### src/rtl/tally_pkg.sv
package tally_pkg;

  localparam int N_EVT    = 5;
  localparam int EVT_LO   = 0;
  localparam int EVT_HI   = 1;
  localparam int EVT_T0   = 2;
  localparam int EVT_T1   = 3;
  localparam int EVT_ZERO = 4;

  typedef enum logic [1:0] {
    ACT_HOLD = 2'd0,
    ACT_INC  = 2'd1,
    ACT_DEC  = 2'd2,
    ACT_RSVD = 2'd3
  } edge_act_e;

  typedef enum logic [1:0] {
    CM_KEEP = 2'd0,
    CM_FLIP = 2'd1,
    CM_STOP = 2'd2,
    CM_RSVD = 2'd3
  } ctl_mode_e;

  typedef enum logic [1:0] {
    ZM_POS_TO_ZERO = 2'd0,
    ZM_NEG_TO_ZERO = 2'd1,
    ZM_NEG         = 2'd2,
    ZM_POS         = 2'd3
  } zero_mode_e;

  // Field order is the channel word layout software writes.
  typedef struct packed {
    logic      inv_ctl;
    logic      inv_edge;
    ctl_mode_e hi_mode;
    ctl_mode_e lo_mode;
    edge_act_e fall_act;
    edge_act_e rise_act;
  } chan_cfg_t;

  localparam int CHAN_CFG_W = $bits(chan_cfg_t);

endpackage

### src/rtl/tally_sig_cond.sv
module tally_sig_cond #(
  parameter int SYNC_STAGES = 2,
  parameter int FILT_W      = 10
) (
  input  logic              clk,
  input  logic              rst_n,
  input  logic              raw_i,
  input  logic              invert_i,
  input  logic              filt_en_i,
  input  logic [FILT_W-1:0] filt_thr_i,
  output logic              level_o
);

  logic [SYNC_STAGES-1:0] sync_q;
  logic                   synced;
  logic [FILT_W-1:0]      run_q;
  logic                   level_q;
  logic [FILT_W:0]        run_next;
  logic                   bypass;

  always_ff @(posedge clk or negedge rst_n) begin
    if (!rst_n) begin
      sync_q <= '0;
    end else begin
      sync_q[0] <= raw_i ^ invert_i;
      for (int i = 1; i < SYNC_STAGES; i++) sync_q[i] <= sync_q[i-1];
    end
  end

  assign synced   = sync_q[SYNC_STAGES-1];
  assign run_next = {1'b0, run_q} + 1'b1;
  assign bypass   = !filt_en_i || (filt_thr_i == '0);

  always_ff @(posedge clk or negedge rst_n) begin
    if (!rst_n) begin
      level_q <= 1'b0;
      run_q   <= '0;
    end else if (bypass) begin
      level_q <= synced;
      run_q   <= '0;
    end else if (synced == level_q) begin
      run_q   <= '0;
    end else if (run_next >= {1'b0, filt_thr_i}) begin
      level_q <= synced;
      run_q   <= '0;
    end else begin
      run_q   <= run_next[FILT_W-1:0];
    end
  end

  assign level_o = level_q;

  // with a threshold of two or more, an accepted level survives at least one more cycle
  a_r10_filter_holds: assert property (@(posedge clk) disable iff (!rst_n)
    (level_q != $past(level_q)) && filt_en_i && (filt_thr_i > 1) && $stable(filt_en_i)
      && $stable(filt_thr_i) |=> $stable(level_q));

endmodule

### src/rtl/tally_chan_dec.sv
module tally_chan_dec
  import tally_pkg::*;
(
  input  logic               clk,
  input  logic               rst_n,
  input  logic               edge_lvl_i,
  input  logic               ctl_lvl_i,
  input  chan_cfg_t          cfg_i,
  output logic signed [1:0]  step_o
);

  logic             prev_q;
  logic             rise;
  logic             fall;
  edge_act_e        act;
  ctl_mode_e        mode;
  logic signed [1:0] raw_step;

  always_ff @(posedge clk or negedge rst_n) begin
    if (!rst_n) prev_q <= 1'b0;
    else        prev_q <= edge_lvl_i;
  end

  assign rise = edge_lvl_i & ~prev_q;
  assign fall = ~edge_lvl_i & prev_q;

  always_comb begin
    act = ACT_HOLD;
    if (rise)      act = cfg_i.rise_act;
    else if (fall) act = cfg_i.fall_act;
    case (act)
      ACT_INC: raw_step = 2'sd1;
      ACT_DEC: raw_step = -2'sd1;
      default: raw_step = 2'sd0;
    endcase
    mode = ctl_lvl_i ? cfg_i.hi_mode : cfg_i.lo_mode;
    case (mode)
      CM_KEEP: step_o = raw_step;
      CM_FLIP: step_o = -raw_step;
      default: step_o = 2'sd0;
    endcase
  end

  // a channel steps only in a cycle where its conditioned edge level changed
  a_r1_step_needs_edge: assert property (@(posedge clk) disable iff (!rst_n)
    (step_o != 2'sd0) |-> (edge_lvl_i != $past(edge_lvl_i)));

endmodule

### src/rtl/tally_cfg_regs.sv
module tally_cfg_regs
  import tally_pkg::*;
#(
  parameter int NUM_CH = 2,
  parameter int CNT_W  = 16,
  parameter int FILT_W = 10,
  parameter int ADDR_W = 3,
  parameter int DATA_W = 32
) (
  input  logic                          clk,
  input  logic                          rst_n,
  input  logic                          we_i,
  input  logic [ADDR_W-1:0]             addr_i,
  input  logic [DATA_W-1:0]             wdata_i,
  output chan_cfg_t [NUM_CH-1:0]        ch_cfg_o,
  output logic signed [CNT_W-1:0]       lo_lim_o,
  output logic signed [CNT_W-1:0]       hi_lim_o,
  output logic signed [CNT_W-1:0]       thr0_o,
  output logic signed [CNT_W-1:0]       thr1_o,
  output logic                          filt_en_o,
  output logic [FILT_W-1:0]             filt_thr_o,
  output logic [N_EVT-1:0]              ev_en_o,
  output logic                          pause_o,
  output logic                          hold_zero_o,
  output logic                          stat_clr_o
);

  localparam int HALF   = DATA_W / 2;
  localparam int A_LIM  = NUM_CH;
  localparam int A_THR  = NUM_CH + 1;
  localparam int A_FILT = NUM_CH + 2;
  localparam int A_ACK  = NUM_CH + 3;
  localparam int A_RUN  = NUM_CH + 4;
  localparam logic signed [CNT_W-1:0] LO_RST = {1'b1, {(CNT_W-1){1'b0}}};
  localparam logic signed [CNT_W-1:0] HI_RST = {1'b0, {(CNT_W-1){1'b1}}};

  logic cfg_touch;
  logic ack_hit;

  assign cfg_touch  = we_i && (addr_i <= ADDR_W'(A_FILT));
  assign ack_hit    = we_i && (addr_i == ADDR_W'(A_ACK)) && wdata_i[0];
  assign stat_clr_o = cfg_touch || ack_hit;

  always_ff @(posedge clk or negedge rst_n) begin
    if (!rst_n) begin
      ch_cfg_o <= '0;
    end else if (we_i) begin
      for (int ch = 0; ch < NUM_CH; ch++) begin
        if (addr_i == ADDR_W'(ch)) ch_cfg_o[ch] <= chan_cfg_t'(wdata_i[CHAN_CFG_W-1:0]);
      end
    end
  end

  always_ff @(posedge clk or negedge rst_n) begin
    if (!rst_n) begin
      lo_lim_o    <= LO_RST;
      hi_lim_o    <= HI_RST;
      thr0_o      <= '0;
      thr1_o      <= '0;
      filt_en_o   <= 1'b0;
      filt_thr_o  <= '0;
      ev_en_o     <= '0;
      pause_o     <= 1'b0;
      hold_zero_o <= 1'b0;
    end else if (we_i) begin
      if (addr_i == ADDR_W'(A_LIM)) begin
        lo_lim_o <= wdata_i[CNT_W-1:0];
        hi_lim_o <= wdata_i[HALF +: CNT_W];
      end
      if (addr_i == ADDR_W'(A_THR)) begin
        thr0_o <= wdata_i[CNT_W-1:0];
        thr1_o <= wdata_i[HALF +: CNT_W];
      end
      if (addr_i == ADDR_W'(A_FILT)) begin
        filt_thr_o <= wdata_i[FILT_W-1:0];
        filt_en_o  <= wdata_i[FILT_W];
        ev_en_o    <= wdata_i[FILT_W+1 +: N_EVT];
      end
      if (addr_i == ADDR_W'(A_RUN)) begin
        pause_o     <= wdata_i[0];
        hold_zero_o <= wdata_i[1];
      end
    end
  end

endmodule

### src/rtl/tally_core.sv
module tally_core
  import tally_pkg::*;
#(
  parameter int CNT_W  = 16,
  parameter int STEP_W = 3
) (
  input  logic                    clk,
  input  logic                    rst_n,
  input  logic signed [STEP_W-1:0] step_i,
  input  logic signed [CNT_W-1:0] lo_lim_i,
  input  logic signed [CNT_W-1:0] hi_lim_i,
  input  logic signed [CNT_W-1:0] thr0_i,
  input  logic signed [CNT_W-1:0] thr1_i,
  input  logic [N_EVT-1:0]        ev_en_i,
  input  logic                    pause_i,
  input  logic                    hold_zero_i,
  input  logic                    stat_clr_i,
  output logic signed [CNT_W-1:0] count_o,
  output logic [N_EVT-1:0]        status_o,
  output zero_mode_e              zmode_o,
  output logic                    irq_o
);

  localparam int EXT_W = CNT_W + 1;

  logic signed [CNT_W-1:0] count_q;
  logic [N_EVT-1:0]        status_q;
  zero_mode_e              zmode_q;

  logic signed [EXT_W-1:0] cur_ext, step_ext, nxt_ext, hi_ext, lo_ext;
  logic signed [CNT_W-1:0] cnt_new;
  logic                    advance, hit_hi, hit_lo;
  logic [N_EVT-1:0]        ev;

  always_comb begin
    cur_ext  = {count_q[CNT_W-1], count_q};
    step_ext = {{(EXT_W-STEP_W){step_i[STEP_W-1]}}, step_i};
    hi_ext   = {hi_lim_i[CNT_W-1], hi_lim_i};
    lo_ext   = {lo_lim_i[CNT_W-1], lo_lim_i};
    nxt_ext  = cur_ext + step_ext;
    advance  = !hold_zero_i && !pause_i && (step_i != '0);
    hit_hi   = (step_i > 0) && (nxt_ext >= hi_ext);
    hit_lo   = (step_i < 0) && (nxt_ext <= lo_ext);
    cnt_new  = (hit_hi || hit_lo) ? '0 : nxt_ext[CNT_W-1:0];
    ev       = '0;
    if (advance) begin
      ev[EVT_LO]   = hit_lo;
      ev[EVT_HI]   = hit_hi;
      ev[EVT_T0]   = (cnt_new == thr0_i) && (cnt_new != count_q);
      ev[EVT_T1]   = (cnt_new == thr1_i) && (cnt_new != count_q);
      ev[EVT_ZERO] = (cnt_new == '0) && (count_q != '0);
    end
  end

  always_ff @(posedge clk or negedge rst_n) begin
    if (!rst_n) begin
      count_q  <= '0;
      zmode_q  <= ZM_POS_TO_ZERO;
      status_q <= '0;
    end else begin
      if (hold_zero_i) begin
        count_q <= '0;
      end else if (advance) begin
        count_q <= cnt_new;
        if (cnt_new > 0)       zmode_q <= ZM_POS;
        else if (cnt_new < 0)  zmode_q <= ZM_NEG;
        else if (count_q > 0)  zmode_q <= ZM_POS_TO_ZERO;
        else if (count_q < 0)  zmode_q <= ZM_NEG_TO_ZERO;
      end
      status_q <= (stat_clr_i ? '0 : status_q) | (ev & ev_en_i);
    end
  end

  assign count_o  = count_q;
  assign status_o = status_q;
  assign zmode_o  = zmode_q;
  assign irq_o    = |status_q;

  // hold-at-zero wins over everything
  a_r12_hold_zero: assert property (@(posedge clk) disable iff (!rst_n)
    hold_zero_i |=> (count_q == '0));

  // a paused count keeps its value
  a_r11_pause_freezes: assert property (@(posedge clk) disable iff (!rst_n)
    (pause_i && !hold_zero_i) |=> $stable(count_q));

  // the high-limit status appears together with the wrap to zero
  a_r5_wrap_on_high: assert property (@(posedge clk) disable iff (!rst_n)
    $rose(status_q[EVT_HI]) |-> (count_q == '0));

  // same for the low limit
  a_r5_wrap_on_low: assert property (@(posedge clk) disable iff (!rst_n)
    $rose(status_q[EVT_LO]) |-> (count_q == '0));

  // a status bit only rises when its enable was set
  for (genvar k = 0; k < N_EVT; k++) begin : g_en_chk
    a_r8_enable_gates: assert property (@(posedge clk) disable iff (!rst_n)
      $rose(status_q[k]) |-> $past(ev_en_i[k]));
  end

endmodule

### src/rtl/edge_tally_unit.sv
module edge_tally_unit
  import tally_pkg::*;
#(
  parameter int NUM_CH      = 2,
  parameter int CNT_W       = 16,
  parameter int FILT_W      = 10,
  parameter int SYNC_STAGES = 2,
  parameter int ADDR_W      = 3,
  parameter int DATA_W      = 32
) (
  input  logic              clk,
  input  logic              rst_n,
  input  logic              cfg_we,
  input  logic [ADDR_W-1:0] cfg_addr,
  input  logic [DATA_W-1:0] cfg_wdata,
  input  logic [NUM_CH-1:0] edge_in,
  input  logic [NUM_CH-1:0] ctrl_in,
  output logic [CNT_W-1:0]  count_o,
  output logic [N_EVT-1:0]  status_o,
  output logic [1:0]        zero_mode_o,
  output logic              irq_o
);

  localparam int STEP_W = $clog2(NUM_CH + 1) + 1;

  chan_cfg_t [NUM_CH-1:0]  ch_cfg;
  logic signed [CNT_W-1:0] lo_lim, hi_lim, thr0, thr1, count_s;
  logic                    filt_en, pause, hold_zero, stat_clr;
  logic [FILT_W-1:0]       filt_thr;
  logic [N_EVT-1:0]        ev_en;
  logic signed [1:0]       ch_step [NUM_CH];
  logic signed [STEP_W-1:0] net_step;
  zero_mode_e              zmode;

  tally_cfg_regs #(
    .NUM_CH(NUM_CH), .CNT_W(CNT_W), .FILT_W(FILT_W), .ADDR_W(ADDR_W), .DATA_W(DATA_W)
  ) u_regs (
    .clk(clk), .rst_n(rst_n), .we_i(cfg_we), .addr_i(cfg_addr), .wdata_i(cfg_wdata),
    .ch_cfg_o(ch_cfg), .lo_lim_o(lo_lim), .hi_lim_o(hi_lim), .thr0_o(thr0), .thr1_o(thr1),
    .filt_en_o(filt_en), .filt_thr_o(filt_thr), .ev_en_o(ev_en), .pause_o(pause),
    .hold_zero_o(hold_zero), .stat_clr_o(stat_clr)
  );

  for (genvar ch = 0; ch < NUM_CH; ch++) begin : g_chan
    logic edge_lvl, ctl_lvl;

    tally_sig_cond #(.SYNC_STAGES(SYNC_STAGES), .FILT_W(FILT_W)) u_edge_cond (
      .clk(clk), .rst_n(rst_n), .raw_i(edge_in[ch]), .invert_i(ch_cfg[ch].inv_edge),
      .filt_en_i(filt_en), .filt_thr_i(filt_thr), .level_o(edge_lvl)
    );

    tally_sig_cond #(.SYNC_STAGES(SYNC_STAGES), .FILT_W(FILT_W)) u_ctl_cond (
      .clk(clk), .rst_n(rst_n), .raw_i(ctrl_in[ch]), .invert_i(ch_cfg[ch].inv_ctl),
      .filt_en_i(filt_en), .filt_thr_i(filt_thr), .level_o(ctl_lvl)
    );

    tally_chan_dec u_dec (
      .clk(clk), .rst_n(rst_n), .edge_lvl_i(edge_lvl), .ctl_lvl_i(ctl_lvl),
      .cfg_i(ch_cfg[ch]), .step_o(ch_step[ch])
    );
  end

  // all channel steps fold into one signed net step per cycle
  always_comb begin
    net_step = '0;
    for (int ch = 0; ch < NUM_CH; ch++) net_step = net_step + STEP_W'(ch_step[ch]);
  end

  tally_core #(.CNT_W(CNT_W), .STEP_W(STEP_W)) u_core (
    .clk(clk), .rst_n(rst_n), .step_i(net_step), .lo_lim_i(lo_lim), .hi_lim_i(hi_lim),
    .thr0_i(thr0), .thr1_i(thr1), .ev_en_i(ev_en), .pause_i(pause),
    .hold_zero_i(hold_zero), .stat_clr_i(stat_clr), .count_o(count_s),
    .status_o(status_o), .zmode_o(zmode), .irq_o(irq_o)
  );

  assign count_o     = count_s;
  assign zero_mode_o = zmode;

endmodule

### config.mk
export PLATFORM = sky130hd
export DESIGN_NAME = edge_tally_unit
export DESIGN_NICKNAME = d
export VERILOG_FILES = /design/src/rtl/tally_pkg.sv /design/src/rtl/tally_sig_cond.sv /design/src/rtl/tally_chan_dec.sv /design/src/rtl/tally_cfg_regs.sv /design/src/rtl/tally_core.sv /design/src/rtl/edge_tally_unit.sv
export SDC_FILE = /design/constraint.sdc
export NUM_CORES = 1
export LEC_CHECK = 0
export BUFFER_PORTS_ARGS = -buffer_cell sky130_fd_sc_hd__buf_4
export CAP_MARGIN = 5
export CORE_MARGIN = 5
export CORE_UTILIZATION = 44
export CTS_BUF_LIST = sky130_fd_sc_hd__clkbuf_4 sky130_fd_sc_hd__clkbuf_8
export CTS_CLUSTER_SIZE = 24
export DETAILED_ROUTE_END_ITERATION = 8
export GPL_ROUTABILITY_DRIVEN = 0
export PLACE_DENSITY = 0.65
export SLEW_MARGIN = 20
export SYNTH_ARGS = -nofsm -noshare
export SYNTH_HDL_FRONTEND = slang
export SYNTH_SLANG_ARGS = --single-unit
### constraint.sdc
create_clock -name clk -period 9 [get_ports clk]
set_input_delay 2.7 -clock clk [delete_from_list [all_inputs] [get_ports clk]]
set_output_delay 2.7 -clock clk [all_outputs]
set_load 0.02 [all_outputs]
# Word-level counts from Yosys, hierarchy flattened
# Index checks and enable logic that the tools add are counted.
[totals]
inputBits = 42
ff_bits = 179
elab_cells = 181
[op_classes]
n_addsub = 8
bitwise = 15
n_lt_le_gt_ge = 13
eq_ne = 23
n_reduce_logical = 41
mux = 43
[ops]
columns = ["op", "n"]
rows = [
  ["$mux 10", 12],
  ["$mux 16", 3],
  ["$add 10x1->11 const B", 4],
  ["$ge 11x10->1", 4],
  ["$eq 16x16->1", 2],
  ["$gt 16x1->1 const B", 2],
  ["$lt 16x1->1 const B", 2],
  ["$mux 2", 10],
  ["$reduce_and 2->1", 10],
  ["$add 16x3->17", 1],
  ["$ge 17x16->1", 1],
  ["$le 17x16->1", 1],
  ["$logic_not 16->1", 1],
  ["$ne 16x16->1", 1],
  ["$pmux 2 s2", 4],
  ["$reduce_bool 16->1", 1],
  ["$mux 1", 12],
  ["$logic_and 1x1->1", 10],
  ["$logic_not 10->1", 1],
  ["$mux 5", 2],
  ["$reduce_bool 2->1", 5],
  ["$eq 3x3->1 const B", 3],
  ["$eq 2x1->1 const B", 4],
  ["$eq 3x2->1 const B", 2],
  ["other kinds (23)", 45],
]

# Longest topological paths before layout
[depth]
word_depth = 19
depth_mapped = 30
ltp_nobuf = 28

# Modules after synthesis
# A second synthesis with hierarchy kept.
[unflattened]
hier_cells = 1131
area_unflattened_um2 = 11773.8
[modules_own_cells]
columns = ["module", "instances", "seq_area_each_um2", "area_per_inst_um2", "cells_each"]
rows = [
  ["tally_cfg_regs", 1, 2572.5, 4038.9, 225],
  ["tally_core", 1, 575.6, 3819.9, 513],
  ["tally_sig_cond at g_chan[0].u_ctl_cond ...", 3, 325.3, 897.1, 90],
  ["tally_sig_cond at g_chan[1].u_edge_cond", 1, 325.3, 907.1, 89],
  ["tally_chan_dec", 2, 25.0, 126.4, 14],
  ["edge_tally_unit", 1, 0.0, 63.8, 6],
]

# Least setup slack after synthesis
# Ideal clock, no wire load.
[synth_timing]
kind = "reg2reg"
startpoint = "reg g_chan[1].u_edge_cond.level_q"
endpoint = "reg u_core.status_q[2], in the netlist u_core.status_o[2]"
slack_ns = 2.672
path_buffers = 1
path_stages_with_launch = 27
arrival_time_ns = 6.261
t_required_ns = 8.933
path_cell_list = "dfrtp_1 nor2b_1 a22o_1 inv_1 ha_1 mux2i_1 or2_2 fa_1 inv_1 ha_1 nor2b_4 o2111a_1 or4_4 and3b_1 o21a_4 xnor2_4 inv_2 ha_1 nand3_1 or3_1 o21ai_0 nand2_1 nor2_1 clkbuf_1 a31oi_1 nor4b_1 a32o_1"
[synth_via]
elab_chain_cells = 19
word_cells_on_any_way = 28
classes_between = "add/sub (3); order compare (4); eq/ne (4); mux (6); bitwise (5); reduce/logical (6)"
[synth_rtl]
columns = ["item", "line", "rtl"]
rows = [
  ["from (decl)", "tally_sig_cond.sv:17", "logic level_q;"],
  ["from (signal assigned)", "tally_sig_cond.sv:39", "level_q <= synced;"],
  ["from (signal assigned)", "tally_sig_cond.sv:44", "level_q <= synced;"],
  ["$not 1->1", "tally_chan_dec.sv:25", "assign fall = ~edge_lvl_i & prev_q;"],
  ["$and 1x1->1", "tally_chan_dec.sv:25", ""],
  ["$mux 2", "tally_chan_dec.sv:30", "else if (fall) act = cfg_i.fall_act;"],
  ["$mux 2 (*)", "tally_chan_dec.sv:29", "if (rise) act = cfg_i.rise_act;"],
  ["$eq 2x2->1 or $eq 2x1->1 (tied branches)", "tally_chan_dec.sv:31", "case (act)"],
  ["$pmux 2 s2 (*)", "tally_chan_dec.sv:31", ""],
  ["$neg 2->2", "tally_chan_dec.sv:39", "CM_FLIP: step_o = -raw_step;"],
  ["$pmux 2 s2 (*)", "tally_chan_dec.sv:37", "case (mode)"],
  ["[... 3 more ...]", "n/a", ""],
  ["$logic_and 1x1->1, on equally long branches", "tally_core.sv:42, tally_core.sv:43", ""],
  ["$logic_or 1x1->1", "tally_core.sv:44", "cnt_new = (hit_hi || hit_lo) ? '0 : nxt_ext[CNT_W-1:0];"],
  ["$mux 16", "tally_core.sv:44", ""],
  ["$eq 16x16->1 or $ne 16x16->1 (tied branches)", "tally_core.sv:49", "ev[EVT_T0] = (cnt_new == thr0_i) && (cnt_new != count_q);"],
  ["$logic_and 1x1->1", "tally_core.sv:49", ""],
  ["$mux 5 (*)", "tally_core.sv:46", "if (advance) begin"],
  ["$and 5x5->5 (*)", "tally_core.sv:70", "status_q <= (stat_clr_i ? '0 : status_q) | (ev & ev_en_i);"],
  ["$or 5x5->5 (*)", "tally_core.sv:70", ""],
  ["to (signal assigned)", "tally_core.sv:70", ""],
  ["to (decl)", "tally_core.sv:27", "logic [N_EVT-1:0] status_q;"],
]
# Mark *: on every way between the ends. The rest lies on a longest branch, timed or not.
# A chain may end at the register's enable or synchronous reset.

# Final worst setup path
[layout_timing]
startpoint = "reg g_chan[0].u_edge_cond.level_q"
endpoint = "reg u_core.status_q[2], in the netlist u_core.status_o[2]"
[layout_via]
elab_chain_cells = 19
word_cells_on_any_way = 28
classes_between = "add/sub (3); order compare (4); eq/ne (4); mux (6); bitwise (5); reduce/logical (6)"
[layout_rtl]
columns = ["item", "line"]
rows = [
  ["from (decl)", "tally_sig_cond.sv:17"],
  ["from (signal assigned)", "tally_sig_cond.sv:39"],
  ["from (signal assigned)", "tally_sig_cond.sv:44"],
  ["$not 1->1", "tally_chan_dec.sv:25"],
  ["$and 1x1->1", "tally_chan_dec.sv:25"],
  ["$mux 2", "tally_chan_dec.sv:30"],
  ["$mux 2 (*)", "tally_chan_dec.sv:29"],
  ["$eq 2x2->1 or $eq 2x1->1 (tied branches)", "tally_chan_dec.sv:31"],
  ["$pmux 2 s2 (*)", "tally_chan_dec.sv:31"],
  ["$neg 2->2", "tally_chan_dec.sv:39"],
  ["$pmux 2 s2 (*)", "tally_chan_dec.sv:37"],
  ["[... 3 more ...]", "n/a"],
  ["$logic_and 1x1->1, on equally long branches", "tally_core.sv:42, tally_core.sv:43"],
  ["$logic_or 1x1->1", "tally_core.sv:44"],
  ["$mux 16", "tally_core.sv:44"],
  ["$eq 16x16->1 or $ne 16x16->1 (tied branches)", "tally_core.sv:49"],
  ["$logic_and 1x1->1", "tally_core.sv:49"],
  ["$mux 5 (*)", "tally_core.sv:46"],
  ["$and 5x5->5 (*)", "tally_core.sv:70"],
  ["$or 5x5->5 (*)", "tally_core.sv:70"],
]
# Marked as above.

==> flow_metrics.env <==
export IMPL_outcome="finished clean"
export IMPL_top_layer_used="met4"
export IMPL_clkPwrFrac=0.123
export IMPL_hold_violations=0
export IMPL_slew_headroom=0.300
export IMPL_num_rows=58
export IMPL_max_freq_ghz=0.129
export IMPL_final_cell_mix="dfrtp_1, nand2_1, ha_1"
export IMPL_antenna_found_initial=0
export IMPL_tns_ps=0
export IMPL_crit_top_cell="inv_1"
export IMPL_drt_initial_drc_count=767
export IMPL_clock_latency_ps=480
export IMPL_worst_pin_slew_ps=1050
export IMPL_worst_path_buf_inv=4
export IMPL_cts_buffers=17
export IMPL_met1_length_mm=12.9
export IMPL_grt_setup_unrepaired="false"
export IMPL_critPathMaxFanout=24
export IMPL_internal_power_mw=2.33
export IMPL_cts_path_max_buffers=2
export IMPL_irDropWorstVdd_uv=202
export IMPL_first_pass_iters=6
export IMPL_wl_met2_mm=14.0
export IMPL_drive_gt1_frac=0.182
export IMPL_viasPerCell=5.71
export IMPL_instances_no_fill=1535
export IMPL_ys_seq_area_frac=0.408
export IMPL_hold_buffers=0
export IMPL_fin_crit_sh=0.859
export IMPL_holdCritPathClass="register to register"
export IMPL_clkTransAtPathRegs_ps=110
export IMPL_ys_ff_latch=179
export IMPL_async_flop_share=1.00
export IMPL_power_leakage_nw=5.97
export IMPL_hpwlAfterDp_mm=21.9
export IMPL_crit_family="compound AO/OA/AOI/OAI gates"
export IMPL_endpoint_kind="register"
export IMPL_cts_resized_gates=0
export IMPL_synth_top_area_frac=0.370
export IMPL_cts_sinks=179
export IMPL_synth_area_leader_cell="dfrtp_1"
export IMPL_grt_pass1_vias=8600
export IMPL_ys_warn_count=0
export IMPL_arrival_ps=8110
export IMPL_dr_total_vias=8762
export IMPL_grt_pass1_wl_mm=47.2
export IMPL_h_tree_depth=4
export IMPL_diodes=0
export IMPL_syn_inst=1125
export IMPL_io_pins=66
export IMPL_syn_cell_area_um2=11000
export IMPL_dr_wl_met3_mm=1.68
export IMPL_ant_nets=0
export IMPL_cpMaxStageDelayCell="nand2_1"
export IMPL_cts_tree="built"
export IMPL_fillCellCount=2346
export IMPL_p_comb_frac=0.631
export IMPL_final_setup_viol_count=0
export IMPL_ctsRootBufferMaster="clkbuf_8"
export IMPL_routed_wl_mm=29.3
export IMPL_grt_max_degree=106
export IMPL_final_common_cell="dfrtp_1"
export IMPL_crit_required_ps=9380
export IMPL_io_buffer_count=65
export IMPL_dp_cells=1504
export IMPL_start_util=0.442
export IMPL_synth_nets=1269
export IMPL_swShare=0.502
export IMPL_die_w_um=168
export IMPL_core_um2=25000
export IMPL_nets=1337
export IMPL_start_kind="register"
export IMPL_cp_slowest_stage_delay_ps=670
export IMPL_drc_errors=0
export IMPL_synth_enable_flop_cells=0
export IMPL_wire_per_inst_um=19.1
export IMPL_area_growth_pct=11.8
export IMPL_finalWorstPathRequiredPeriod_ps=7730
export IMPL_multi_input_area_um2=6130
export IMPL_criticalPathCategory="register to register"
export IMPL_synthTopCellsByArea="dfrtp_1, ha_1, mux2_2"
export IMPL_seqCellArea_um2=4500
export IMPL_finalClockSkew_ps=19.6
export IMPL_power_frac_seq=0.246
export IMPL_ys_types=80
export IMPL_grt_usage=0.210
export IMPL_dieArea_um2=28300
export IMPL_slew_viol_final=0
export IMPL_yosys_most_used_dff="dfrtp_1"
export IMPL_maxCapViolations=0
export IMPL_post_cts_setup_buffers=0
export IMPL_syn_avg_cell_area_um2=9.81
export IMPL_overflow=0
export IMPL_switching_power_mw=2.35
export IMPL_die_y_um=168
export IMPL_power_density_nw_per_um2=379
## power groups by stage
stage / sequential, mW / clock, mW / combinational (mW)
final: 1.15 / 0.573 / 2.95
after global routing: 1.17 / 0.621 / 3.24
after CTS: 1.15 / 0.586 / 2.90
after detailed placement: 1.16 / 0 / 2.88
after global placement: 1.16 / 0 / 2.85
after floorplan: 1.14 / 0 / 2.00
## state kept, by name, indices dropped and copies added (netlist names), 5 cells and up
register,cells
g_chan.u_edge_cond.run_q,20
u_regs.filt_thr_o,10
u_regs.lo_lim_o,16
u_regs.thr1_o,16
u_core.count_o,16
u_regs.ch_cfg_o,20
u_core.status_o,5
u_regs.hi_lim_o,16
u_regs.thr0_o,16
u_regs.ev_en_o,5
g_chan.u_ctl_cond.run_q,20
## cells in the mapped netlist, types with 4 or more instances
| cell | n |
|---|---|
| o21ai_0 | 66 |
| nor2b_1 | 32 |
| o211ai_1 | 6 |
| nor2_1 | 54 |
| nor3b_1 | 4 |
| and3_1 | 24 |
| a211o_1 | 5 |
| a21o_1 | 28 |
| o22ai_1 | 6 |
| nor4_1 | 10 |
| ha_1 | 99 |
| nor3_1 | 22 |
| inv_1 | 83 |
| clkbuf_1 | 23 |
| nand2b_1 | 11 |
| xor2_1 | 28 |
| mux2_2 | 69 |
| or2_2 | 4 |
| nand3_1 | 51 |
| mux2i_1 | 5 |
| nand2_1 | 107 |
| dfrtp_1 | 163 |
| a31oi_1 | 8 |
| o21a_1 | 5 |
| a22oi_1 | 4 |
| dfstp_2 | 16 |
| xnor2_1 | 30 |
| a21oi_1 | 55 |
| o2111ai_1 | 6 |
| a211oi_1 | 9 |
| nor4b_1 | 5 |
| nand4_1 | 9 |
## kinds of logic after synthesis
group / share of synthesized area
muxes: 0.0750
AOI/OAI and AO/OA: 0.148
and+or+nand+nor: 0.162
buffers and inverters: 0.0383
adders and majority gates: 0.118
xor gates and xnor gates: 0.0510
DFF: 0.408
## worst paths after layout
path / startpoint / end / slack [ps] / depth (start not counted)
max: g_chan[0].u_edge_cond.level_o / u_core.status_o[2] / 1270 / 27
min: g_chan[0].u_edge_cond.sync_q[0] / g_chan[0].u_edge_cond.sync_q[1] / 360 / 0
max reg2reg: g_chan[0].u_edge_cond.level_o / u_core.status_o[2] / 1270 / 27
min reg2reg: g_chan[0].u_edge_cond.sync_q[0] / g_chan[0].u_edge_cond.sync_q[1] / 360 / 0
max in group asynchronous: rst_n / u_regs.lo_lim_o[2] / 5200 / 2
min in group asynchronous: rst_n / u_core.count_o[6] / 2340 / 1
## per-layer routing
metal / vias to the layer above / track usage
li1: 4155 / -
met1: 4265 / 0.289
met2: 292 / 0.343
met3: 50 / 0.0347
met4: 0 / 0.0575
met5: - / 0
## cell type report
type,instances,share of cell area
Clock buffer,19,0.0202
Tap cell,330,0.0335
Inverter,84,0.0256
Sequential cell,179,0.365
Clock inverter,12,0.0119
Timing Repair Buffer,77,0.0472
Multi-Input combinational cell,834,0.497
## metrics by stage
stage	setup slack, ps	util	power, mW	cell area (um2)	hold WS, ps
after floorplan	2670	-	3.13	11000	331
after global placement	1690	0.478	4.01	11900	332
after detailed placement	1450	0.478	4.04	11900	340
after CTS	1440	0.494	4.64	12300	362
after global routing	797	0.494	5.03	12300	368
final	1270	0.494	4.67	12300	358
No activity file was read; power rests on OpenSTA's default activity.
